`config.mk`:
```
export PLATFORM = sky130hd
export DESIGN_NAME = sync_serial_xcvr
export DESIGN_NICKNAME = d
export VERILOG_FILES = /design/src/rtl/ssx_pkg.sv /design/src/rtl/ssx_baud.sv /design/src/rtl/ssx_shift.sv /design/src/rtl/sync_serial_xcvr.sv
export SDC_FILE = /design/constraint.sdc
export NUM_CORES = 1
export LEC_CHECK = 0
export BUFFER_PORTS_ARGS = -buffer_cell sky130_fd_sc_hd__buf_2
export CORE_ASPECT_RATIO = 1.4
export CORE_MARGIN = 2
export CORE_UTILIZATION = 52
export CTS_CLUSTER_DIAMETER = 50
export DETAILED_ROUTE_END_ITERATION = 6
export PLACE_DENSITY = 0.74
export SYNTH_ARGS = -nofsm -noshare
export SYNTH_HDL_FRONTEND = slang
export SYNTH_SLANG_ARGS = --single-unit
```
`constraint.sdc`:
```
create_clock -name clk -period 2.1 [get_ports clk]
set_clock_uncertainty 0.05 [all_clocks]
set_input_delay 0.315 -clock clk [delete_from_list [all_inputs] [get_ports clk]]
set_output_delay 0.315 -clock clk [all_outputs]
set_load 0.02 [all_outputs]
```
`src/rtl/ssx_pkg.sv`:
```
package ssx_pkg;

    typedef enum logic [1:0] {
        REG_CTRL = 2'd0,
        REG_DIV  = 2'd1,
        REG_STAT = 2'd2,
        REG_DATA = 2'd3
    } reg_sel_e;

    // bit 0 = transmit enable, bit 1 = receive enable
    typedef struct packed {
        logic rx;
        logic tx;
    } mode_t;

    // status layout: bit0 tx_empty, bit1 rx_full, bit2 tx_done, bit3 rx_overrun
    typedef struct packed {
        logic rx_overrun;
        logic tx_done;
        logic rx_full;
        logic tx_empty;
    } flags_t;

    localparam int STAT_W        = 4;
    localparam int CLR_DONE_BIT  = 2;
    localparam int CLR_OVR_BIT   = 3;

    // A direct hop between two different non-idle modes is not allowed
    function automatic logic mode_step_ok(mode_t cur, mode_t nxt);
        return (cur == 2'b00) || (nxt == 2'b00) || (cur == nxt);
    endfunction

    // Leaving idle needs all completion and error flags low
    function automatic logic flags_clean(flags_t f);
        return !(f.tx_done || f.rx_full || f.rx_overrun);
    endfunction

endpackage

```
`src/rtl/ssx_baud.sv`:
```
module ssx_baud #(
    parameter int DIV_W = 8
) (
    input  logic             clk,
    input  logic             rst,
    input  logic             run,
    input  logic [DIV_W-1:0] div_n,
    output logic             tick
);
    logic [DIV_W-1:0] cnt;

    // one tick every div_n+1 cycles while running: a half serial period
    assign tick = run && (cnt == div_n);

    always_ff @(posedge clk) begin
        if (rst || !run) begin
            cnt <= '0;
        end else if (tick) begin
            cnt <= '0;
        end else begin
            cnt <= cnt + 1'b1;
        end
    end

endmodule

```
`src/rtl/ssx_shift.sv`:
```
module ssx_shift #(
    parameter int W = 8
) (
    input  logic         clk,
    input  logic         rst,
    input  logic         start,
    input  logic [W-1:0] load_data,
    input  logic         tick,
    input  logic         sdi,
    output logic         busy,
    output logic         sclk,
    output logic         sdo,
    output logic         done,
    output logic [W-1:0] rx_byte
);
    localparam int CNT_W = $clog2(W + 1);

    logic [W-1:0]     shreg;
    logic             samp;
    logic [CNT_W-1:0] bitcnt;
    logic             last_fall;

    assign last_fall = (bitcnt == CNT_W'(W));
    assign done      = busy && tick && sclk && last_fall;
    assign sdo       = shreg[W-1];
    assign rx_byte   = {shreg[W-2:0], samp};

    always_ff @(posedge clk) begin
        if (rst) begin
            shreg  <= '0;
            samp   <= 1'b0;
            bitcnt <= '0;
            sclk   <= 1'b0;
            busy   <= 1'b0;
        end else if (start && !busy) begin
            shreg  <= load_data;
            bitcnt <= '0;
            sclk   <= 1'b0;
            busy   <= 1'b1;
        end else if (busy && tick) begin
            if (!sclk) begin
                // rising edge: sample input
                sclk   <= 1'b1;
                samp   <= sdi;
                bitcnt <= bitcnt + 1'b1;
            end else begin
                // falling edge: shift next bit out, or finish
                sclk <= 1'b0;
                if (last_fall) begin
                    busy <= 1'b0;
                end else begin
                    shreg <= {shreg[W-2:0], samp};
                end
            end
        end
    end

    AST_SCLK_IDLE_LOW: assert property (@(posedge clk) disable iff (rst)
        !busy |-> !sclk) else $error("serial clock high while idle");

endmodule

```
`src/rtl/sync_serial_xcvr.sv`:
```
module sync_serial_xcvr
    import ssx_pkg::*;
#(
    parameter int DATA_W = 8,
    parameter int DIV_W  = 8
) (
    input  logic              clk,
    input  logic              rst,
    input  logic              host_wr,
    input  logic              host_rd,
    input  logic [1:0]        host_addr,
    input  logic [DATA_W-1:0] host_wdata,
    output logic [DATA_W-1:0] host_rdata,
    output logic              sclk_o,
    output logic              sdo_o,
    input  logic              sdi_i,
    output logic              rx_irq_o
);
    reg_sel_e          sel;
    mode_t             mode, wmode;
    flags_t            flags;
    logic [DIV_W-1:0]  div_n;
    logic [DATA_W-1:0] tdr, rdr, load_data, rx_byte;
    logic              cur_tx, cur_rx, irq_q;
    logic              busy, tick, done, start;
    logic              ctrl_wr, div_wr, stat_wr, tdr_wr, rdr_rd, mode_ok;
    logic              land, ovr, fin;

    assign sel     = reg_sel_e'(host_addr);
    assign wmode   = mode_t'(host_wdata[1:0]);
    assign ctrl_wr = host_wr && (sel == REG_CTRL);
    assign div_wr  = host_wr && (sel == REG_DIV);
    assign stat_wr = host_wr && (sel == REG_STAT);
    assign tdr_wr  = host_wr && (sel == REG_DATA) && mode.tx && flags.tx_empty;
    assign rdr_rd  = host_rd && (sel == REG_DATA);
    assign mode_ok = mode_step_ok(mode, wmode) &&
                     !((mode == 2'b00) && (wmode != 2'b00) && !flags_clean(flags));

    // transmit modes start on pending data; receive-only runs continuously
    assign start     = (mode != 2'b00) && !busy && !flags.rx_overrun &&
                       (mode.tx ? !flags.tx_empty : 1'b1);
    assign load_data = mode.tx ? tdr : '1;

    // completion outcomes; a same-cycle read frees the receive slot
    assign land = done && cur_rx && (!flags.rx_full || rdr_rd);
    assign ovr  = done && cur_rx && flags.rx_full && !rdr_rd;
    assign fin  = done && cur_tx && flags.tx_empty && !tdr_wr;

    ssx_baud #(.DIV_W(DIV_W)) u_baud (
        .clk   (clk),
        .rst   (rst),
        .run   (busy),
        .div_n (div_n),
        .tick  (tick)
    );

    ssx_shift #(.W(DATA_W)) u_shift (
        .clk       (clk),
        .rst       (rst),
        .start     (start),
        .load_data (load_data),
        .tick      (tick),
        .sdi       (sdi_i),
        .busy      (busy),
        .sclk      (sclk_o),
        .sdo       (sdo_o),
        .done      (done),
        .rx_byte   (rx_byte)
    );

    always_ff @(posedge clk) begin
        if (rst) begin
            mode   <= 2'b00;
            div_n  <= '0;
            tdr    <= '0;
            rdr    <= '0;
            flags  <= '{rx_overrun: 1'b0, tx_done: 1'b0, rx_full: 1'b0, tx_empty: 1'b1};
            cur_tx <= 1'b0;
            cur_rx <= 1'b0;
            irq_q  <= 1'b0;
        end else begin
            irq_q <= land;
            if (start) begin
                cur_tx <= mode.tx;
                cur_rx <= mode.rx;
            end
            if (ctrl_wr && mode_ok) mode  <= wmode;
            if (div_wr)             div_n <= host_wdata[DIV_W-1:0];
            if (tdr_wr)             tdr   <= host_wdata;

            if (start && mode.tx)   flags.tx_empty <= 1'b1;
            else if (tdr_wr)        flags.tx_empty <= 1'b0;

            if (land) begin
                rdr           <= rx_byte;
                flags.rx_full <= 1'b1;
            end else if (rdr_rd) begin
                flags.rx_full <= 1'b0;
            end

            if (ovr)                                      flags.rx_overrun <= 1'b1;
            else if (stat_wr && host_wdata[CLR_OVR_BIT])  flags.rx_overrun <= 1'b0;

            if (fin)                                                   flags.tx_done <= 1'b1;
            else if (tdr_wr || (stat_wr && host_wdata[CLR_DONE_BIT]))  flags.tx_done <= 1'b0;
        end
    end

    always_comb begin
        host_rdata = '0;
        unique case (sel)
            REG_CTRL: host_rdata[1:0]        = mode;
            REG_DIV:  host_rdata[DIV_W-1:0]  = div_n;
            REG_STAT: host_rdata[STAT_W-1:0] = flags;
            REG_DATA: host_rdata             = rdr;
        endcase
    end

    assign rx_irq_o = irq_q;

    AST_MODE_VIA_IDLE: assert property (@(posedge clk) disable iff (rst)
        (mode != $past(mode)) |-> ((mode == 2'b00) || ($past(mode) == 2'b00)))
        else $error("direct mode hop");

    AST_ENABLE_CLEAN: assert property (@(posedge clk) disable iff (rst)
        (($past(mode) == 2'b00) && (mode != 2'b00)) |->
        (!$past(flags.tx_done) && !$past(flags.rx_full) && !$past(flags.rx_overrun)))
        else $error("enabled with flags set");

    AST_NO_START_IN_OVERRUN: assert property (@(posedge clk) disable iff (rst)
        $rose(busy) |-> !$past(flags.rx_overrun))
        else $error("frame started during overrun");

    AST_OVERRUN_STICKY: assert property (@(posedge clk) disable iff (rst)
        ($past(flags.rx_overrun) &&
         !($past(host_wr) && ($past(host_addr) == 2'd2) && $past(host_wdata[CLR_OVR_BIT])))
        |-> flags.rx_overrun)
        else $error("overrun cleared without host clear");

    AST_EMPTY_ON_LOAD: assert property (@(posedge clk) disable iff (rst)
        ($rose(busy) && cur_tx) |-> flags.tx_empty)
        else $error("holding register not freed on load");

    AST_IRQ_ON_FULL: assert property (@(posedge clk) disable iff (rst)
        $rose(flags.rx_full) |-> rx_irq_o)
        else $error("no interrupt on receive");

endmodule

```
==> impl_summary.log, run 1 <==
INFO  metric outcome = finished with violations
INFO  metric violations = setup timing
INFO  metric critical-path-slowest-cell = or4_4
INFO  metric final_nets = 333
INFO  metric ant_nets = 0
INFO  metric hold_buffer_count_at_cts = 0
INFO  metric max_clock_freq = 0.470 GHz
INFO  metric holdCritPathClass = in -> reg
INFO  metric syn-instance-count = 277
INFO  metric final_period_util = 101%
INFO  metric reg_to_reg_endpoint = u_shift.bitcnt[3]
INFO  metric worstSetupStartpointType = flip-flop
INFO  metric critical_path.reg2reg.startpoint = div_n[4]
INFO  metric largest_net_degree_at_the_start_of_global_routing = 37
INFO  metric netlist_top_cells_area = dfxtp_1 44%, mux2i_1 12%, nor2_1 6.6%, nand2_1 3.8%, xor2_1 3.8%
INFO  metric total_clock_buffers_created_by_cts = 5
INFO  metric post_syn_nets = 295
INFO  metric worstHoldStart = sdi_i
INFO  metric globalRoute.totalOverflow = 0
INFO  metric setup_viol_count_final = 1
INFO  metric most-common-layout-cells = 49 x dfxtp_1, 45 x nor2_1, 31 x mux2i_1
INFO  metric max_slew.worst_pin.slew = 0.510 ns
INFO  metric asyncSetResetFlopFracSynth = 0%
INFO  metric seq_area_frac_synth = 44.0%
INFO  metric ys_types = 39
INFO  metric total_power_after_layout = 2.27 mW
INFO  metric clk_pin_slew_worst_paths = 0.10 ns
INFO  metric whs = 0.187 ns
INFO  metric gr-usage-all-layers = 21.9%
INFO  metric critPathKind = reg -> reg
INFO  metric via_count_of_the_first_global_routing_pass = 1992
INFO  metric whs_path_depth = 3
INFO  metric layout-area-overhead-vs-synth = 20.8%
INFO  metric final_util = 64.6%
INFO  metric cts_root_buffer = clkbuf_8
INFO  metric drv_slew = 0
INFO  metric synthDominantCellAreaShare = 44.0%
INFO  metric grt_first_pass_wirelength = 9340 um
INFO  metric detail_route.drc_violations = 0
INFO  metric timing.slew.headroom = 65.9%
INFO  metric power_density = 739 nW/um2
INFO  metric layout_setup_ws = -0.0268 ns
INFO  metric synth_top_cell_by_area = dfxtp_1
INFO  metric start_util = 53.4%
INFO  metric layout.cells.most_common = dfxtp_1
INFO  metric rsz0062_at_grt = true
INFO  metric port_buffers = 25
INFO  metric antenna_diode_count = 0
INFO  metric power.ir.vdd_worst = 0.000503 V
INFO  metric gp_congestion = 0.804
INFO  metric synth_edf_count = 0
INFO  metric yosys_warnings = 0
INFO  metric worstPathBufferInverterCount = 0
INFO  metric final_layout_size_suffix_gt1_share = 25.3%
INFO  metric worstHoldEndpoint = u_shift.samp
INFO  metric placement_rows = 30
INFO  metric clock_tree.htree_level_count = 2
INFO  metric grt_antenna_before_repair = 0
INFO  metric type_of_destination_of_the_critical_path = flip-flop
INFO  metric routed-via-count = 2063
INFO  metric max_cap_viol_count = 0
INFO  metric report.final.hold_viol_count = 0
INFO  metric die_area = 5480 um2
INFO  metric synth-main-ff-cell = dfxtp_1
INFO  metric critical_path_arrival = 2.29 ns
INFO  metric die_w = 63.2 um
INFO  metric clkSinkCount = 56
INFO  metric critical_path.top_delay_family = simple AND/OR/NAND/NOR gates
INFO  metric synth_seq_cells = 56
INFO  metric critPathMaxFanout = 6
INFO  metric drtIter0Drc = 92
INFO  metric totalWireLength = 5900 um
INFO  metric io_pins = 26
INFO  metric syn_area_per_cell = 9.20 um2
INFO  metric filler_cell_count = 424
INFO  metric clock_insertion_delay_worst_skew = 0.31 ns
INFO  metric post_drt_via_cell_ratio = 5.43
INFO  metric fp.dieH = 86.8 um
INFO  metric netlist_area = 2550 um2
INFO  metric place_hpwl = 4220 um
INFO  metric max_stage_delay = 0.60 ns
INFO  metric tritoncts_clock_tree = yes
INFO  metric route.detailed.wl_per_inst = 15.5 um
INFO  metric max-clock-path-buffers = 2
INFO  metric ff2ff_path_depth = 5
INFO  metric detailed_routing_iteration_count_for_the_pre_antenna_repair_pass = 4
INFO  metric clock_period_minus_final_worst_setup_slack = 2.13 ns
INFO  metric design.core.area = 4770 um2
INFO  metric timing.critical_path.cells = xor2_1, or4_4, or3_4, o31a_1, o21ba_2
INFO  metric required = 2.26 ns
INFO  metric leakagePower = 1.30 nW
INFO  metric regToRegSetupSlack = -0.03 ns
## routing by layer
layer | up-vias | routed length [um] | part of all wire, % | track usage (%)
met2 | 47 | 3130 | 53 | 40.1
met3 | 15 | 212 | 3.6 | 2.86
met4 | 0 | 141 | 2.4 | 10.3
li1 | 1033 | - | - | -
met5 | - | 0 | 0 | 0
met1 | 968 | 2410 | 41 | 25.1
## where the power goes
group | switching (mW) | total (mW) | internal [mW]
registers | 0.0304 | 1.12 | 1.09
logic | 0.116 | 0.208 | 0.0917
clock network | 0.349 | 0.945 | 0.596
## layout make-up
| type | instances | area [um2] | share of cell area [%] |
|---|---|---|---|
| clock inverter | 3 | 90.1 | 2.93 |
| clock buffer | 5 | 68.8 | 2.24 |
| tap | 64 | 80.1 | 2.60 |
| inverter | 4 | 15.0 | 0.488 |
| multi-input combinational | 201 | 1390 | 45.1 |
| timing repair buffer | 47 | 307 | 9.96 |
| sequential | 56 | 1130 | 36.7 |
## cells by family after synthesis
kind of cell,share of synthesized area (%)
xor+xnor,5.50
mux,15.3
fa+ha+maj,1.47
buf+inv,3.05
flops,44.0
compound gates,8.01
simple gates,22.7
## tightest hold or removal path, cell delays in order
cell and delay, ns:
buf_2 0.07, mux2i_1 0.05, nor2_1 0.07
## timing repair
item,CTS,global route
setup endpoints to repair,13,12
setup buffers,0,3
pin swaps,1,3
resized for setup,5,7
## metrics by stage
stage / setup TNS (ns) / setup slack (ns) / instance area [um2] / std cells
final: -0.0268 / -0.0268 / 3080 / 380
after global routing: -0.763 / -0.0900 / 3080 / 380
after CTS: 0 / 0.00404 / 3030 / 377
after detailed placement: -0.764 / -0.152 / 2860 / 369
after global placement: -0.371 / -0.0655 / 2860 / 369
after floorplan: -0.205 / -0.0792 / 2560 / 277
## Yosys cell counts (all sizes together) (4+ instances only)
cell type	number
xor2	11
nand3	6
clkbuf	11
nand2	26
dfxtp	56
xnor2	5
nor4	5
buf	5
mux2i	31
nor2b	5
or4	5
inv	4
nand3b	5
a21oi	14
nor2	45
a211oi	8
## registers in the layout, summed over array words and instances (netlist names)
register	count
u_shift.samp	1
u_shift.busy	1
rdr	8
cur_rx	1
u_baud.cnt	8
cur_tx	1
u_shift.shreg	8
mode	2
flags	4
tdr	8
u_shift.sclk	1
u_shift.bitcnt	4
rx_irq_o	1
div_n	8
## worst max path at each step
| stage | from | endpoint | slack (ns) | cells past startpoint |
|---|---|---|---|---|
| finish | div_n[4] | u_shift.bitcnt[3] | -0.03 | 5 |
| global route | div_n[7] | rdr[4] | -0.09 | 6 |
| CTS | div_n[1] | u_shift.bitcnt[3] | 0.004 | 5 |
| detailed placement | u_baud.cnt[2] | u_shift.busy | -0.15 | 6 |
| global placement | u_baud.cnt[2] | u_shift.bitcnt[3] | -0.07 | 5 |
| floorplan | u_baud.cnt[2] | u_shift.bitcnt[3] | -0.08 | 7 |
(Power assumes the default switching activity.)
==> run 2, diff against run 1 <==
- CORE_UTILIZATION: 52 -> 58
- PLACE_DENSITY: 0.74 -> 0.79
- SKIP_CTS_REPAIR_TIMING: not set -> 1
- clock period: 2.1 -> 2.13 ns (I/O delays scaled with it)
==> impl_summary.log, run 2 (synthesis results as in run 1) <==
INFO  metric io_pins = 26 (unchanged)
INFO  metric whs = 0.202 ns (+0.0148 ns)
INFO  metric layout_setup_ws = 0.0107 ns (+0.0375 ns)
INFO  metric post_drt_via_cell_ratio = 5.62 (+3.5%)
INFO  metric port_buffers = 25 (unchanged)
INFO  metric dp.cells = 363 (-1.6%)
INFO  metric via_count_of_the_first_global_routing_pass = 1849 (-7.2%)
INFO  metric max_slew.worst_pin.slew = 0.524 ns (+0.0136 ns)
INFO  metric clk_pin_slew_worst_paths = 0.10 ns (about the same)
INFO  metric detailed_routing_iteration_count_for_the_pre_antenna_repair_pass = 4 (unchanged)
INFO  metric critPathKind = reg -> reg
INFO  metric worstHoldStart = host_wdata[7]
INFO  metric max_clock_freq = 0.472 GHz (+0.36%)
INFO  metric die_area = 4950 um2 (-9.8%)
INFO  metric placed_cell_area = 2840 um2 (-0.70%)
INFO  metric max_cap_viol_count = 0 (unchanged)
INFO  metric leakagePower = 1.25 nW (-3.9%)
INFO  metric final_period_util = 99.5% (-1.8 points)
INFO  metric type_of_destination_of_the_critical_path = flip-flop
INFO  metric die_w = 60.0 um (-5.0%)
INFO  metric grt_antenna_before_repair = 0 (unchanged)
INFO  metric cts_root_buffer = clkbuf_8
INFO  metric setup_viol_count_final = 0 (-1)
INFO  metric largest_net_degree_at_the_start_of_global_routing = 36 (-2.7%)
INFO  metric drv_slew = 0 (unchanged)
INFO  metric final_layout_size_suffix_gt1_share = 22.5% (-2.8 points)
INFO  metric drtIter0Drc = 94 (+2.2%)
INFO  metric critPathMaxFanout = 8 (+2)
INFO  metric route.detailed.wl_per_inst = 14.7 um (-5.6%)
INFO  metric required = 2.27 ns (about the same)
INFO  metric critical_path.reg2reg.startpoint = u_baud.cnt[2]
INFO  metric tritoncts_clock_tree = yes
INFO  metric layout.cells.most_common = dfxtp_1
INFO  metric dpl_worst_slack = -0.0639 ns (+0.0885 ns)
INFO  metric layout-area-overhead-vs-synth = 17.0%
INFO  metric timing.slew.headroom = 65.0% (-0.91 points)
INFO  metric clkSinkCount = 56 (unchanged)
INFO  metric clock_tree.htree_level_count = 2 (unchanged)
INFO  metric clock_period_minus_final_worst_setup_slack = 2.12 ns (-0.00754 ns)
INFO  metric design.core.area = 4240 um2 (-11%)
INFO  metric routed-via-count = 2085 (+1.1%)
INFO  metric reg_to_reg_endpoint = rdr[6]
INFO  metric power_density = 675 nW/um2 (-8.6%)
INFO  metric totalWireLength = 5440 um (-7.9%)
INFO  metric setup.worst_path.start = u_baud.cnt[2]
INFO  metric grt_first_pass_wirelength = 8630 um (-7.6%)
INFO  metric antenna_diode_count = 0 (unchanged)
INFO  metric critical_path_arrival = 2.26 ns (-0.03 ns)
INFO  metric power.ir.vdd_worst = 0.000571 V (+14%)
INFO  metric outcome = completed
INFO  metric ant_nets = 0 (unchanged)
INFO  metric total_clock_buffers_created_by_cts = 5 (unchanged)
INFO  metric finalNonFillerCells = 371 (-2.4%)
INFO  metric regToRegSetupSlack = 0.01 ns (+0.04 ns)
INFO  metric gr-usage-all-layers = 23.4% (+1.4 points)
INFO  metric clock_insertion_delay_worst_skew = 0.32 ns (about the same)
INFO  metric rsz0062_at_grt = true
INFO  metric place_hpwl = 3920 um (-7.2%)
INFO  metric fin_area = 2980 um2 (-3.1%)
INFO  metric placement_rows = 28 (-6.7%)
INFO  metric report.final.hold_viol_count = 0 (unchanged)
INFO  metric start_util = 60.1% (+6.7 points)
INFO  metric most-common-layout-cells = 53 x dfxtp_1, 45 x nor2_1, 31 x mux2i_1
INFO  metric final_nets = 328 (-1.5%)
INFO  metric fp.dieH = 82.4 um (-5.1%)
INFO  metric worstHoldEndpoint = div_n[7]
INFO  metric globalRoute.totalOverflow = 0 (unchanged)
INFO  metric worstSetupStartpointType = flip-flop
INFO  metric max-clock-path-buffers = 2 (unchanged)
INFO  metric ff2ff_path_depth = 6 (+1)
INFO  metric holdCritPathClass = in -> reg
INFO  metric whs_path_depth = 3 (unchanged)
INFO  metric gp_congestion = 0.887 (+10%)
INFO  metric detail_route.drc_violations = 0 (unchanged)
[run 2: worst max path at each step]
stage | slack, ns | cells past startpoint | end
final | 0.01 | 6 | rdr[6]
after global routing | -0.02 | 6 | rdr[2]
after CTS | -0.12 | 6 | rdr[6]
after detailed placement | -0.06 | 6 | rdr[4]
after global placement | -0.005 | 5 | u_shift.bitcnt[3]
after floorplan | -0.05 | 7 | u_shift.bitcnt[3]
[run 2: critical path: stages (launching register included)]
cell	delay, ns
dfxtp_2	0.34
xor2_1	0.17
or4_4	0.61
nor4b_4	0.33
buf_6	0.20
mux2i_1	0.23
nor2_1	0.07
[run 2: report_power, final]
part / leakage [nW] / total [mW] / switching (mW) / internal [mW]
Sequential: 0.455 / 1.10 / 0.0282 / 1.08
Combinational: 0.736 / 0.197 / 0.111 / 0.0858
Clock: 0.0548 / 0.712 / 0.357 / 0.355
Total: 1.25 / 2.01 / 0.497 / 1.52
[run 2: layer usage]
| metal | GRT usage, % | routed length, um | vias to the layer above |
|---|---|---|---|
| li1 | - | - | 1026 |
| met3 | 4.21 | 188 | 18 |
| met4 | 8.89 | 116 | 0 |
| met5 | 0 | 0 | - |
| met1 | 28.5 | 2390 | 985 |
| met2 | 40.2 | 2750 | 56 |
[run 2: metrics by stage]
stage                     power, mW  utilization (%)  setup TNS [ns]
after detailed placement       1.31             66.9          -0.355
after floorplan                1.25                -          -0.115
after CTS                      2.01             69.6          -0.668
final                          2.01             70.3               0
after global routing           2.08             70.3         -0.0383
after global placement         1.31             66.9        -0.00477
[run 2: final cells by class]
type,instances,area [um2]
Fill cell,349,1260
Tap cell,60,75.1
Clock inverter,3,46.3
Clock buffer,5,68.8
Sequential cell,56,1120
Inverter,4,15.0
Timing Repair Buffer,42,269
Multi-Input combinational cell,201,1380
==> run 3, diff against run 2 <==
- RECOVER_POWER: not set -> 100
==> impl_summary.log, run 3 (synthesis results as in run 1) <==
INFO  metric clk_pin_slew_worst_paths = 0.10 ns (about the same)
INFO  metric setup.worst_path.start = u_baud.cnt[2]
INFO  metric total_power_after_layout = 2.01 mW (-0.13%)
INFO  metric place_hpwl = 3920 um (unchanged)
INFO  metric timing.critical_path.cells = xor2_1, or4_4, nor4b_4, buf_6, mux2i_1, nor2_1
INFO  metric rsz0062_at_grt = true
INFO  metric largest_net_degree_at_the_start_of_global_routing = 36 (unchanged)
INFO  metric max_clock_freq = 0.472 GHz (about the same)
INFO  metric holdCritPathClass = in -> reg
INFO  metric finalNonFillerCells = 371 (unchanged)
INFO  metric detailed_routing_iteration_count_for_the_pre_antenna_repair_pass = 5 (+1)
INFO  metric post_drt_via_cell_ratio = 5.62 (about the same)
INFO  metric start_util = 60.1% (unchanged)
INFO  metric critical_path_arrival = 2.26 ns (about the same)
INFO  metric power.ir.vdd_worst = 0.000572 V (+0.24%)
INFO  metric via_count_of_the_first_global_routing_pass = 1849 (unchanged)
INFO  metric most-common-layout-cells = 53 x dfxtp_1, 45 x nor2_1, 31 x mux2i_1
INFO  metric grt_first_pass_wirelength = 8630 um (unchanged)
INFO  metric clock_period_minus_final_worst_setup_slack = 2.12 ns (-0.00168 ns)
INFO  metric critical-path-slowest-cell = or4_4
INFO  metric routed-via-count = 2086 (+0.048%)
INFO  metric grt_antenna_before_repair = 0 (unchanged)
INFO  metric gr-usage-all-layers = 23.4% (unchanged)
INFO  metric seq_area = 1120 um2 (unchanged)
INFO  metric max_stage_delay = 0.61 ns (about the same)
INFO  metric dp.cells = 363 (unchanged)
INFO  metric ff2ff_path_depth = 6 (unchanged)
INFO  metric outcome = completed
INFO  metric clkSinkCount = 56 (unchanged)
INFO  metric power_density = 679 nW/um2 (+0.58%)
INFO  metric design.core.area = 4240 um2 (unchanged)
INFO  metric worstSetupStartpointType = flip-flop
INFO  metric fp.dieH = 82.4 um (unchanged)
INFO  metric leakagePower = 1.19 nW (-4.2%)
INFO  metric drv_slew = 0 (unchanged)
INFO  metric clock_insertion_delay_worst_skew = 0.32 ns (about the same)
INFO  metric max_cap_viol_count = 0 (unchanged)
INFO  metric die_area = 4950 um2 (unchanged)
INFO  metric cts_root_buffer = clkbuf_8
INFO  metric layout_setup_ws = 0.0124 ns (+0.00168 ns)
INFO  metric placement_rows = 28 (unchanged)
INFO  metric type_of_destination_of_the_critical_path = flip-flop
INFO  metric placed_cell_area = 2840 um2 (unchanged)
INFO  metric final_period_util = 99.4% (about the same)
INFO  metric dpl_worst_slack = -0.0639 ns (unchanged)
INFO  metric multi_input_gate_area = 1380 um2 (unchanged)
INFO  metric total_clock_buffers_created_by_cts = 5 (unchanged)
INFO  metric fin_area = 2960 um2 (-0.71%)
INFO  metric drtIter0Drc = 117 (+24%)
INFO  metric critical_path.reg2reg.startpoint = u_baud.cnt[2]
INFO  metric die_w = 60.0 um (unchanged)
INFO  metric detail_route.drc_violations = 0 (unchanged)
INFO  metric layout-area-overhead-vs-synth = 16.2%
INFO  metric reg_to_reg_endpoint = rdr[6]
INFO  metric ant_nets = 0 (unchanged)
INFO  metric totalWireLength = 5440 um (about the same)
INFO  metric globalRoute.totalOverflow = 0 (unchanged)
INFO  metric layout.cells.most_common = dfxtp_1
INFO  metric port_buffers = 25 (unchanged)
INFO  metric critPathKind = reg -> reg
INFO  metric regToRegSetupSlack = 0.01 ns (about the same)
INFO  metric required = 2.27 ns (about the same)
INFO  metric report.final.hold_viol_count = 0 (unchanged)
INFO  metric setup_viol_count_final = 0 (unchanged)
INFO  metric setup.worst_path.end = rdr[6]
INFO  metric route.detailed.wl_per_inst = 14.7 um (about the same)
INFO  metric timing.slew.headroom = 54.7% (-10 points)
INFO  metric antenna_diode_count = 0 (unchanged)
INFO  metric gp_congestion = 0.887 (unchanged)
INFO  metric final_layout_size_suffix_gt1_share = 18.3% (-4.2 points)
INFO  metric io_pins = 26 (unchanged)
INFO  metric filler_cell_count = 360 (+3.2%)
INFO  metric critPathMaxFanout = 8 (unchanged)
INFO  metric max_slew.worst_pin.slew = 0.679 ns (+0.156 ns)
INFO  metric max-clock-path-buffers = 2 (unchanged)
INFO  metric whs = 0.201 ns (-0.00100 ns)
INFO  metric final_nets = 328 (unchanged)
INFO  metric clock_tree.htree_level_count = 2 (unchanged)
INFO  metric tritoncts_clock_tree = yes
[run 3: worst min-delay path by stage]
stage | slack [ns] | cells after the start | from | to
final | 0.20 | 3 | host_wdata[7] | div_n[7]
after global routing | 0.20 | 3 | host_wdata[7] | div_n[7]
after CTS | 0.20 | 3 | host_wdata[7] | div_n[7]
after detailed placement | 0.40 | 2 | cur_tx | cur_tx
after global placement | 0.39 | 2 | cur_tx | cur_tx
after floorplan | 0.39 | 1 | u_baud.cnt[0] | u_baud.cnt[0]
[run 3: report_power, final]
group          internal [mW]  switching, mW  total, mW
Clock                  0.355          0.358      0.712
Combinational         0.0822          0.112      0.194
Sequential              1.08         0.0284       1.10
Total                   1.51          0.498       2.01
[run 3: metal layers]
| layer | GRT usage (%) | up-vias | wire (um) |
|---|---|---|---|
| met4 | 8.89 | 0 | 133 |
| met2 | 40.2 | 54 | 2720 |
| met3 | 4.21 | 24 | 174 |
| met1 | 28.5 | 984 | 2410 |
| li1 | - | 1024 | - |
| met5 | 0 | - | 0 |
[run 3: per-stage QoR]
step	util, %	setup TNS [ns]
after global placement	66.9	-0.00477
final	69.8	0
after floorplan	-	-0.115
after CTS	69.6	-0.668
after detailed placement	66.9	-0.355
after global routing	69.8	-0.0394
[run 3: layout make-up]
cell class / instances / area share [%]
Clock buffer: 5 / 2.32
Clock inverter: 3 / 1.56
Inverter: 4 / 0.507
Multi-Input combinational cell: 201 / 46.7
Sequential cell: 56 / 38.0
Tap cell: 60 / 2.54
Timing Repair Buffer: 42 / 8.37
[run 3: critical path: cells and delay by family (launching register included)]
family	cells	cell delay, ns
XOR/XNOR	1	0.17
AND/OR/NAND/NOR	3	1.01
multiplexers	1	0.23
buffers and inverters	1	0.21
flip-flops	1	0.34
